File: config.mk
export PLATFORM = sky130hd
export DESIGN_NAME = edge_irq_ctrl
export DESIGN_NICKNAME = d
export VERILOG_FILES = /design/src/rtl/eic_pkg.sv /design/src/rtl/eic_line_route.sv /design/src/rtl/eic_sync_edge.sv /design/src/rtl/eic_regs.sv /design/src/rtl/edge_irq_ctrl.sv
export SDC_FILE = /design/constraint.sdc
export NUM_CORES = 1
export LEC_CHECK = 0
export BUFFER_PORTS_ARGS = -buffer_cell sky130_fd_sc_hd__buf_2
export CAP_MARGIN = 20
export CORE_ASPECT_RATIO = 1.75
export CORE_MARGIN = 2
export CORE_UTILIZATION = 50
export DETAILED_ROUTE_END_ITERATION = 16
export GPL_ROUTABILITY_DRIVEN = 1
export PLACE_DENSITY_LB_ADDON = 0.12
export RECOVER_POWER = 100
export SETUP_SLACK_MARGIN = 0.02
export SYNTH_ARGS = -nofsm -noshare
export SYNTH_HDL_FRONTEND = slang
export SYNTH_HIERARCHICAL = 1
export SYNTH_SLANG_ARGS = --single-unit
File: constraint.sdc
create_clock -name clk -period 1.2 [get_ports clk]
set_input_delay 0.06 -clock clk [delete_from_list [all_inputs] [get_ports clk]]
set_output_delay 0.06 -clock clk [all_outputs]
set_load 0.03 [all_outputs]
File: src/rtl/eic_pkg.sv
package eic_pkg;

    localparam int EIC_DATA_W       = 32;
    localparam int EIC_SEL_W        = 4;
    localparam int EIC_SEL_PER_WORD = 4;

    localparam int EIC_A_RISE     = 0;
    localparam int EIC_A_FALL     = 1;
    localparam int EIC_A_IMASK    = 2;
    localparam int EIC_A_EMASK    = 3;
    localparam int EIC_A_PEND     = 4;
    localparam int EIC_A_SEL_BASE = 8;

    typedef enum logic [2:0] {
        SLOT_NONE,
        SLOT_RISE,
        SLOT_FALL,
        SLOT_IMASK,
        SLOT_EMASK,
        SLOT_PEND,
        SLOT_SEL
    } reg_slot_e;

    function automatic reg_slot_e eic_decode(input int addr, input int sel_words);
        reg_slot_e s;
        s = SLOT_NONE;
        if (addr == EIC_A_RISE)       s = SLOT_RISE;
        else if (addr == EIC_A_FALL)  s = SLOT_FALL;
        else if (addr == EIC_A_IMASK) s = SLOT_IMASK;
        else if (addr == EIC_A_EMASK) s = SLOT_EMASK;
        else if (addr == EIC_A_PEND)  s = SLOT_PEND;
        else if (addr >= EIC_A_SEL_BASE && addr < EIC_A_SEL_BASE + sel_words) s = SLOT_SEL;
        return s;
    endfunction

endpackage

File: src/rtl/eic_line_route.sv
// Per-line port multiplexer: line n picks pin n of the selected port.
module eic_line_route #(
    parameter int NUM_LINES = 16,
    parameter int NUM_PORTS = 4,
    parameter int SEL_W     = 4
) (
    input  logic [NUM_PORTS*NUM_LINES-1:0] port_pins,
    input  logic [NUM_LINES*SEL_W-1:0]     sel_flat,
    output logic [NUM_LINES-1:0]           line_lvl
);

    for (genvar n = 0; n < NUM_LINES; n++) begin : g_line
        logic [SEL_W-1:0] sel;
        assign sel = sel_flat[n*SEL_W +: SEL_W];

        always_comb begin
            line_lvl[n] = 1'b0;
            for (int p = 0; p < NUM_PORTS; p++) begin
                if (sel == SEL_W'(p)) line_lvl[n] = port_pins[p*NUM_LINES + n];
            end
        end
    end

endmodule

File: src/rtl/eic_sync_edge.sv
// Two-flop synchronizer followed by a history flop; edges compare the last two samples.
module eic_sync_edge #(
    parameter int W = 16
) (
    input  logic         clk,
    input  logic         rst_n,
    input  logic [W-1:0] lvl_in,
    output logic [W-1:0] rise_det,
    output logic [W-1:0] fall_det
);

    logic [W-1:0] meta_q;
    logic [W-1:0] sync_q;
    logic [W-1:0] hist_q;

    always_ff @(posedge clk) begin
        if (!rst_n) begin
            meta_q <= '0;
            sync_q <= '0;
            hist_q <= '0;
        end else begin
            meta_q <= lvl_in;
            sync_q <= meta_q;
            hist_q <= sync_q;
        end
    end

    assign rise_det = sync_q & ~hist_q;
    assign fall_det = ~sync_q & hist_q;

endmodule

File: src/rtl/eic_regs.sv
// Configuration words, pending register (W1C, set wins) and read mux.
module eic_regs
    import eic_pkg::*;
#(
    parameter int NUM_LINES = 16,
    parameter int ADDR_W    = 4
) (
    input  logic                           clk,
    input  logic                           rst_n,
    input  logic                           bus_wr,
    input  logic [ADDR_W-1:0]              bus_addr,
    input  logic [EIC_DATA_W-1:0]          bus_wdata,
    output logic [EIC_DATA_W-1:0]          bus_rdata,
    input  logic [NUM_LINES-1:0]           set_hits,
    output logic [NUM_LINES-1:0]           rise_en,
    output logic [NUM_LINES-1:0]           fall_en,
    output logic [NUM_LINES-1:0]           imask,
    output logic [NUM_LINES-1:0]           emask,
    output logic [NUM_LINES-1:0]           pend,
    output logic [NUM_LINES*EIC_SEL_W-1:0] sel_flat
);

    localparam int FIELD_W   = EIC_SEL_PER_WORD * EIC_SEL_W;
    localparam int SEL_WORDS = NUM_LINES / EIC_SEL_PER_WORD;

    reg_slot_e                          slot;
    int                                 sel_idx;
    logic [NUM_LINES-1:0]               clr_bits;
    logic [SEL_WORDS-1:0][FIELD_W-1:0]  sel_q;
    logic                               unused_wdata_hi;

    assign unused_wdata_hi = ^bus_wdata[EIC_DATA_W-1:NUM_LINES];

    always_comb begin
        slot    = eic_decode(int'(bus_addr), SEL_WORDS);
        sel_idx = int'(bus_addr) - EIC_A_SEL_BASE;
    end

    assign clr_bits = (bus_wr && slot == SLOT_PEND) ? bus_wdata[NUM_LINES-1:0] : '0;

    always_ff @(posedge clk) begin
        if (!rst_n) begin
            rise_en <= '0;
            fall_en <= '0;
            imask   <= '0;
            emask   <= '0;
            sel_q   <= '0;
        end else if (bus_wr) begin
            unique case (slot)
                SLOT_RISE:  rise_en <= bus_wdata[NUM_LINES-1:0];
                SLOT_FALL:  fall_en <= bus_wdata[NUM_LINES-1:0];
                SLOT_IMASK: imask   <= bus_wdata[NUM_LINES-1:0];
                SLOT_EMASK: emask   <= bus_wdata[NUM_LINES-1:0];
                SLOT_SEL: begin
                    for (int w = 0; w < SEL_WORDS; w++) begin
                        if (w == sel_idx) sel_q[w] <= bus_wdata[FIELD_W-1:0];
                    end
                end
                SLOT_PEND, SLOT_NONE: ;
            endcase
        end
    end

    // clear by writing ones; a fresh hit in the same cycle is kept.
    always_ff @(posedge clk) begin
        if (!rst_n) pend <= '0;
        else        pend <= (pend & ~clr_bits) | set_hits;
    end

    always_comb begin
        bus_rdata = '0;
        unique case (slot)
            SLOT_RISE:  bus_rdata[NUM_LINES-1:0] = rise_en;
            SLOT_FALL:  bus_rdata[NUM_LINES-1:0] = fall_en;
            SLOT_IMASK: bus_rdata[NUM_LINES-1:0] = imask;
            SLOT_EMASK: bus_rdata[NUM_LINES-1:0] = emask;
            SLOT_PEND:  bus_rdata[NUM_LINES-1:0] = pend;
            SLOT_SEL: begin
                for (int w = 0; w < SEL_WORDS; w++) begin
                    if (w == sel_idx) bus_rdata[FIELD_W-1:0] = sel_q[w];
                end
            end
            SLOT_NONE: ;
        endcase
    end

    assign sel_flat = sel_q;

endmodule

File: src/rtl/edge_irq_ctrl.sv
module edge_irq_ctrl
    import eic_pkg::*;
#(
    parameter int NUM_LINES = 16,
    parameter int NUM_PORTS = 4,
    parameter int ADDR_W    = 4
) (
    input  logic                           clk,
    input  logic                           rst_n,
    input  logic [NUM_PORTS*NUM_LINES-1:0] port_pins,
    input  logic                           bus_wr,
    input  logic [ADDR_W-1:0]              bus_addr,
    input  logic [EIC_DATA_W-1:0]          bus_wdata,
    output logic [EIC_DATA_W-1:0]          bus_rdata,
    output logic [NUM_LINES-1:0]           irq_req,
    output logic [NUM_LINES-1:0]           evt_pulse
);

    logic [NUM_LINES-1:0]           line_lvl;
    logic [NUM_LINES-1:0]           rise_det;
    logic [NUM_LINES-1:0]           fall_det;
    logic [NUM_LINES-1:0]           trig_hit;
    logic [NUM_LINES-1:0]           set_hits;
    logic [NUM_LINES-1:0]           rise_en;
    logic [NUM_LINES-1:0]           fall_en;
    logic [NUM_LINES-1:0]           imask;
    logic [NUM_LINES-1:0]           emask;
    logic [NUM_LINES-1:0]           pend;
    logic [NUM_LINES*EIC_SEL_W-1:0] sel_flat;

    eic_line_route #(
        .NUM_LINES (NUM_LINES),
        .NUM_PORTS (NUM_PORTS),
        .SEL_W     (EIC_SEL_W)
    ) u_route (
        .port_pins (port_pins),
        .sel_flat  (sel_flat),
        .line_lvl  (line_lvl)
    );

    eic_sync_edge #(
        .W (NUM_LINES)
    ) u_edge (
        .clk      (clk),
        .rst_n    (rst_n),
        .lvl_in   (line_lvl),
        .rise_det (rise_det),
        .fall_det (fall_det)
    );

    eic_regs #(
        .NUM_LINES (NUM_LINES),
        .ADDR_W    (ADDR_W)
    ) u_regs (
        .clk       (clk),
        .rst_n     (rst_n),
        .bus_wr    (bus_wr),
        .bus_addr  (bus_addr),
        .bus_wdata (bus_wdata),
        .bus_rdata (bus_rdata),
        .set_hits  (set_hits),
        .rise_en   (rise_en),
        .fall_en   (fall_en),
        .imask     (imask),
        .emask     (emask),
        .pend      (pend),
        .sel_flat  (sel_flat)
    );

    // enabled edges; R7/R11: interrupt and event paths split by mask.
    assign trig_hit  = (rise_det & rise_en) | (fall_det & fall_en);
    assign set_hits  = trig_hit & imask;
    assign evt_pulse = trig_hit & emask;
    assign irq_req   = pend & imask;

endmodule

==> results of run 1 <==
area by class of cell:
| type | instances | area [µm²] | area share, % |
|---|---|---|---|
| tap | 245 | 307 | 2.30 |
| sequential | 192 | 3960 | 29.7 |
| clock inverter | 15 | 185 | 1.39 |
| clock buffer | 17 | 425 | 3.19 |
| antenna | 2 | 5.00 | 0.0376 |
| inverter | 18 | 67.6 | 0.507 |
| timing repair buffer | 323 | 2580 | 19.4 |
| multi-input combinational | 721 | 5790 | 43.5 |
final timing paths:
path	endpoint	slack, ns	start	depth (start not counted)
setup / recovery	bus_rdata[6]	-0.63	u_regs/sel_flat[54]	4
hold / removal	u_regs/pend[9]	0.04	rst_n	2
setup reg to reg	u_edge/meta_q[11]	-0.20	u_regs/sel_flat[44]	4
hold reg to reg	u_edge/sync_q[3]	0.43	u_edge/meta_q[3]	1
cells in the mapped netlist, types with 20 or more instances:
cell type / instances
nor2b_1: 81
buf_6: 20
a21boi_1: 73
o21ai_0: 119
buf_2: 51
dfxtp_1: 192
buf_4: 22
mux4_2: 30
clkbuf_1: 35
a21boi_0: 55
nand3_1: 128
and2_1: 65
critical path: cells and delay by family (launching register included):
kind	cells	cell delay (ns)
muxes	1	0.46
DFF	1	0.33
AOI/OAI and AO/OA	1	0.24
and+or+nand+nor	1	0.16
buffers and inverters	1	0.14
where the power goes:
part / switching, mW / internal, mW / total, mW
combinational: 1.06 / 0.823 / 1.88
sequential: 0.0949 / 6.50 / 6.59
clock: 2.69 / 3.31 / 6.00
total: 3.84 / 10.6 / 14.5
logic make-up after synthesis:
logic type      count (synthesis)  share of synthesized area [%]
compound gates                351                           24.6
simple gates                  305                           18.0
flops                         192                           38.6
buf+inv                       151                           9.14
mux                            49                           9.60
other cells                     1                         0.0377
state kept, by name, summed over array words and instances (netlist names):
signal / flops
u_edge/meta_q: 16
u_regs/emask: 16
u_regs/rise_en: 16
u_regs/pend: 16
u_regs/fall_en: 16
u_edge/sync_q: 16
u_regs/sel_flat: 64
u_regs/imask: 16
u_edge/hist_q: 16
routing by layer:
| layer | share of wire (%) | vias to the layer above |
|---|---|---|
| li1 | - | 4217 |
| met1 | 40 | 4445 |
| met2 | 52 | 329 |
| met3 | 4.9 | 65 |
| met4 | 2.8 | 0 |
| met5 | 0 | - |
repair_timing:
action                                  in CTS  in global routing
gates resized for setup                    247                 62
hold buffers                                16                  0
endpoints found under the setup margin      64                 68
pin swaps                                   21                 11
hold endpoints to repair                   120                  0
buffers inserted                            20                  4
==> run_results.csv, run 1 <==
group,metric,value,unit
flow_run,drv.max_cap_violation_count,0,
global_route,pin_count_of_the_biggest_net_entering_global_routing,65,
yosys,synth.area.top_cells,"dfxtp_1, mux4_2, nand3_1",
detailed_routing,drt-vias-per-instance,5.91,
critical_path,crit_path_max_incr_delay,0.46,ns
yosys,post_synthesis_average_cell_area,9.48,µm²
clock_tree,cts-htree-levels,4,
placed_design,place_hpwl,21300,µm
hold_path,min-delay-path-class,"in -> reg",
yosys,synth_enable_flop_cells,0,
timing,clock.fmax,0.545,GHz
timing,finalHoldViolCount,0,
detailed_routing,routed_wl,32100,µm
floorplan,core_area,19700,µm²
clock_tree,clock_sink_count,192,
finish,final_cell_mix,"buf_4, nand3_1, o21ai_0",
floorplan,die_h,191,µm
timing,worst_pin_slew,0.720,ns
pwr,static-leakage-power,5.05,nW
yosys,synth-seq-cells,192,
critical_path,setup.worst_path.start_class,"flip-flop",
detailed_routing,wire_length_per_cell_after_detailed_routing,20.9,µm
clock_tree,tritoncts.num_buffers,17,
yosys,total_standard_cell_area_after_synthesis,9950,µm²
timing,unrepaired_setup_endpoints_after_global_routing,"yes",
pwr,peakVddDrop,0.726,mV
placed_design,placement.io_buffers,134,
detailed_routing,drc_errors,0,
finish,drive_above_1_share,45.0,%
clock_tree,clock_pin_slew_on_the_worst_setup_and_hold_paths,0.07,ns
timing,max-slew-margin-rel,52.0,%
global_route,busiest_layer,"met2",
yosys,synthesis.instances,1049,
yosys,synthDominantAreaCellType,"dfxtp_1",
placed_design,instance_area_at_placement,11800,µm²
timing,final_worst_clock_skew,0.0104,ns
yosys,primary_ff_master_synth,"dfxtp_1",
timing,setup_total_negative_slack,-16.17,ns
pwr,fin_total_pwr,14.5,mW
finish,post_layout_nonfiller_instances,1533,
global_route,grt_util_met2,53.4,%
global_route,global_route.overflow_total,0,
pwr,total_power_divided_by_cell_area,1090,nW/µm²
yosys,warnings_from_yosys,6,
timing,final.period_utilization,153,%
clock_tree,cts_root_buffer,"clkbuf_16",
status,status,"complete, but fails checks",
global_route,grt_pass1_vias,9070,
global_route,wire_length_of_the_first_global_routing_pass,50000,µm
global_route,antenna_found_initial,2,
timing,finalMaxSlewViolations,0,
detailed_routing,drtIter0Drc,591,
finish,fin_nets,1376,
critical_path,critPathRequiredTime,1.14,ns
floorplan,floorplan.die_area,21100,µm²
finish,most_frequent_standard_cell_in_the_layout_excluding_fill_and_tap_cells,"buf_4",
floorplan,die_w,111,µm
floorplan,design.portCount,167,
timing,hold_slack,0.0428,ns
placed_design,place.gp.congestion,0.843,
finish,post-route-cell-area,13300,µm²
floorplan,start_util,50.6,%
critical_path,timing.critical_path.cells,"mux4_2 > nor3b_2 > a31o_2 > buf_6",
clock_tree,insertion_delay,0.45,ns
timing,layout_setup_ws,-0.634,ns
yosys,yosys.cell_types.count,42,
critical_path,critical_path.slowest_cell,"mux4_2",
critical_path,path_class,"reg -> out",
clock_tree,maximum_clock_insertion_buffer_count,2,
critical_path,timing.critical_path.arrival,1.77,ns
status,failed_checks,"setup timing",
yosys,asyncSetResetFlopFracSynth,0,%
global_route,gr-usage-met1,36.8,%
placed_design,setup_slack_placement,-0.430,ns
global_route,groute.usage.overall,30.3,%
finish,fillCellCount,1637,
detailed_routing,first_pass_iters,5,
finish,area.growth.synth_to_final,33.9,%
placed_design,placedCellCount,1469,
detailed_routing,route.antenna.remaining_nets,0,
yosys,portion_of_synthesized_cell_area_occupied_by_the_leading_cell_type,38.6,%
floorplan,fp-row-count,68,
detailed_routing,routed-via-count,9056,
yosys,seq_area_frac_synth,38.6,%
timing,fin_crit,1.83,ns
clock_tree,tritoncts,"done",
critical_path,endpoint_kind,"output port",
timing,count_of_final_setup_violators,52,
finish,layout.core_utilization,67.8,%
critical_path,timing.critical_path.fanout_max,2,
global_route,global_routing_usage_on_met3,4.16,%
Power figures use the tool's default switching activity.
==> inputs of run 2 (changes only) <==
--- a/config.mk
+++ b/config.mk
@@ -14,8 +14,10 @@
 export GPL_ROUTABILITY_DRIVEN = 1
 export PLACE_DENSITY_LB_ADDON = 0.12
 export RECOVER_POWER = 100
+export REMOVE_ABC_BUFFERS = 1
 export SETUP_SLACK_MARGIN = 0.02
 export SYNTH_ARGS = -nofsm -noshare
 export SYNTH_HDL_FRONTEND = slang
 export SYNTH_HIERARCHICAL = 1
 export SYNTH_SLANG_ARGS = --single-unit
+export TNS_END_PERCENT = 100
==> run 2 against run 1 <==
Net effect: the flow still finishes with violations (setup timing); register-to-register slack lost 0.03 ns; critical path depth is the same; cell count shrank 0.20%; setup slack gained 0.068 ns; power shrank 3.6%; wire length is essentially flat; final area shrank 0.43%; count of clock-buffer cells in the layout grew 9; flip-flop and latch count is the same; sequential power is essentially flat; utilization shrank 0.29 points; non-clock buffer count grew 1; largest cell class unchanged; highest routed layer unchanged.
==> run_results.csv, run 2 (same netlist as run 1, synthesis figures left out) <==
group,metric,value,unit
status,status,"complete, but fails checks",
status,failed_checks,"setup timing",
global_route,antenna_found_initial,0,
finish,post-route-cell-area,13300,µm²
floorplan,start_util,50.6,%
detailed_routing,wire_length_per_cell_after_detailed_routing,21.0,µm
pwr,share_seq_of_total_power,47.1,%
timing,final.period_utilization,147,%
pwr,p_int,10.4,mW
detailed_routing,drc_errors,0,
critical_path,setup.worst_path.start_class,"flip-flop",
critical_path,crit-reg2reg-launch,"u_regs/sel_flat[28]",
hold_path,min-delay-path-class,"in -> reg",
critical_path,timing.critical_path.arrival,1.71,ns
detailed_routing,drtIter0Drc,527,
finish,layout.core_utilization,67.5,%
floorplan,design.portCount,167,
critical_path,path_class,"reg -> out",
timing,unrepaired_setup_endpoints_after_global_routing,"yes",
timing,finalHoldViolCount,0,
detailed_routing,routed-via-count,9138,
pwr,peakVddDrop,1.08,mV
timing,clock.fmax,0.566,GHz
clock_tree,clock_sink_count,192,
timing,finalMaxSlewViolations,0,
clock_tree,insertion_delay,0.44,ns
timing,layout_setup_ws,-0.566,ns
clock_tree,tritoncts,"done",
finish,seqCellArea,3970,µm²
finish,most_frequent_standard_cell_in_the_layout_excluding_fill_and_tap_cells,"buf_4",
floorplan,die_w,111,µm
critical_path,critPathRequiredTime,1.14,ns
finish,drive_above_1_share,43.3,%
placed_design,place_hpwl,21000,µm
pwr,static-leakage-power,5.04,nW
critical_path,timing.critical_path.fanout_max,2,
floorplan,core_area,19700,µm²
critical_path,crit_path_max_incr_delay,0.45,ns
floorplan,fp-row-count,68,
clock_tree,clock_pin_slew_on_the_worst_setup_and_hold_paths,0.07,ns
critical_path,endpoint_kind,"output port",
clock_tree,cts_root_buffer,"clkbuf_16",
global_route,grt_pass1_vias,9154,
global_route,groute.usage.overall,30.1,%
timing,fin_crit,1.77,ns
pwr,power.share.switching,25.3,%
hold_path,min-delay-start,"rst_n",
global_route,wire_length_of_the_first_global_routing_pass,50100,µm
placed_design,setup_slack_placement,-0.350,ns
clock_tree,maximum_clock_insertion_buffer_count,2,
placed_design,place.gp.congestion,0.857,
finish,area.growth.synth_to_final,33.3,%
finish,num_antenna_cells,0,
finish,fin_nets,1377,
detailed_routing,drt-vias-per-instance,5.97,
detailed_routing,routed_wl,32100,µm
finish,fillCellCount,1619,
critical_path,startpoint_of_the_worst_setup_timing_path,"u_regs/sel_flat[54]",
pwr,total_power_divided_by_cell_area,1050,nW/µm²
floorplan,die_h,191,µm
pwr,power.combinational.fraction,13.8,%
detailed_routing,route.antenna.remaining_nets,0,
finish,final_cell_mix,"buf_4, nand3_1, o21ai_0",
critical_path,timing.critical_path.cells,"mux4_2 > nor3b_1 > a31o_2 > buf_6",
timing,count_of_final_setup_violators,53,
timing,final_worst_clock_skew,0.00737,ns
critical_path,critical_path.slowest_cell,"mux4_2",
flow_run,drv.max_cap_violation_count,0,
pwr,power_frac_clock,39.1,%
pwr,total_switching_power,3.53,mW
finish,largest_register_ff_count,64,
global_route,global_route.overflow_total,0,
clock_tree,cts-htree-levels,4,
placed_design,placement.io_buffers,134,
clock_tree,tritoncts.num_buffers,17,
placed_design,instance_area_at_placement,11600,µm²
pwr,fin_total_pwr,14.0,mW
finish,multiInputGateArea,5670,µm²
detailed_routing,first_pass_iters,5,
global_route,pin_count_of_the_biggest_net_entering_global_routing,53,
floorplan,floorplan.die_area,21100,µm²
timing,setup_total_negative_slack,-14.54,ns
## run 2: changes by cell type in the layout (fill, tap and decap cells not counted), moves of 7 or more
cell / delta
a21boi_0: -9
a21boi_1: +9
buf_12: +9
dfxtp_1: +7
dfxtp_2: -13
nor2b_2: +9
nor2b_4: -13
## run 2: final timing paths
path         cells after the start  slack, ns          endpoint
max reg2reg                      4      -0.23  u_edge/meta_q[7]
min                              2       0.02    u_regs/pend[7]
min reg2reg                      1       0.43  u_edge/sync_q[3]
max                              4      -0.57      bus_rdata[6]
## run 2: metrics by stage
| step | hold slack (ns) | instances |
|---|---|---|
| final | 0.0156 | 1530 |
| after global routing | 0.00854 | 1530 |
| after CTS | 0.00154 | 1528 |
| after detailed placement | 0.407 | 1460 |
| after global placement | 0.406 | 1460 |
| after floorplan | 0.178 | 931 |
## run 2: worst max-delay path: cells and delay by family (launching register included)
family	cells	cell delay, ns
DFF	1	0.32
buffers and inverters	1	0.14
AOI/OAI and AO/OA	1	0.22
muxes	1	0.45
and+or+nand+nor	1	0.15
## run 2: cell type report
type | instances | area share (%)
clock buffers | 26 | 3.77
clock inverters | 4 | 0.396
inverters | 18 | 0.510
multi-input cells | 721 | 42.8
well taps | 245 | 2.31
repair buffers | 324 | 20.3
flip-flops and latches | 192 | 29.9
## run 2: repair_timing
item | CTS | global route
setup endpoints to repair | 64 | 64
gates resized for setup | 250 | 71
buffers inserted | 23 | 13
pin swaps | 21 | 16
hold buffers | 16 | 0
gates cloned | 0 | 0
endpoints found under the hold margin | 124 | 0
## run 2: power by group through the flow
| stage | clock [mW] | combinational, mW | sequential [mW] |
|---|---|---|---|
| 3_5_place_dp | 0 | 1.73 | 6.71 |
| 4_1_cts | 5.52 | 1.89 | 6.57 |
| 5_1_grt | 5.74 | 2.03 | 6.59 |
| 2_1_floorplan | 0 | 0.689 | 6.69 |
| 6_report | 5.45 | 1.93 | 6.58 |
| 3_3_place_gp | 0 | 1.72 | 6.71 |
## run 2: routing by layer
layer | up-vias | routed length (µm) | GRT usage [%]
li1 | 4208 | - | -
met1 | 4440 | 12000 | 34.3
met2 | 397 | 16900 | 55.0
met3 | 93 | 1680 | 4.07
met4 | 0 | 1440 | 15.1
met5 | - | 0 | 0
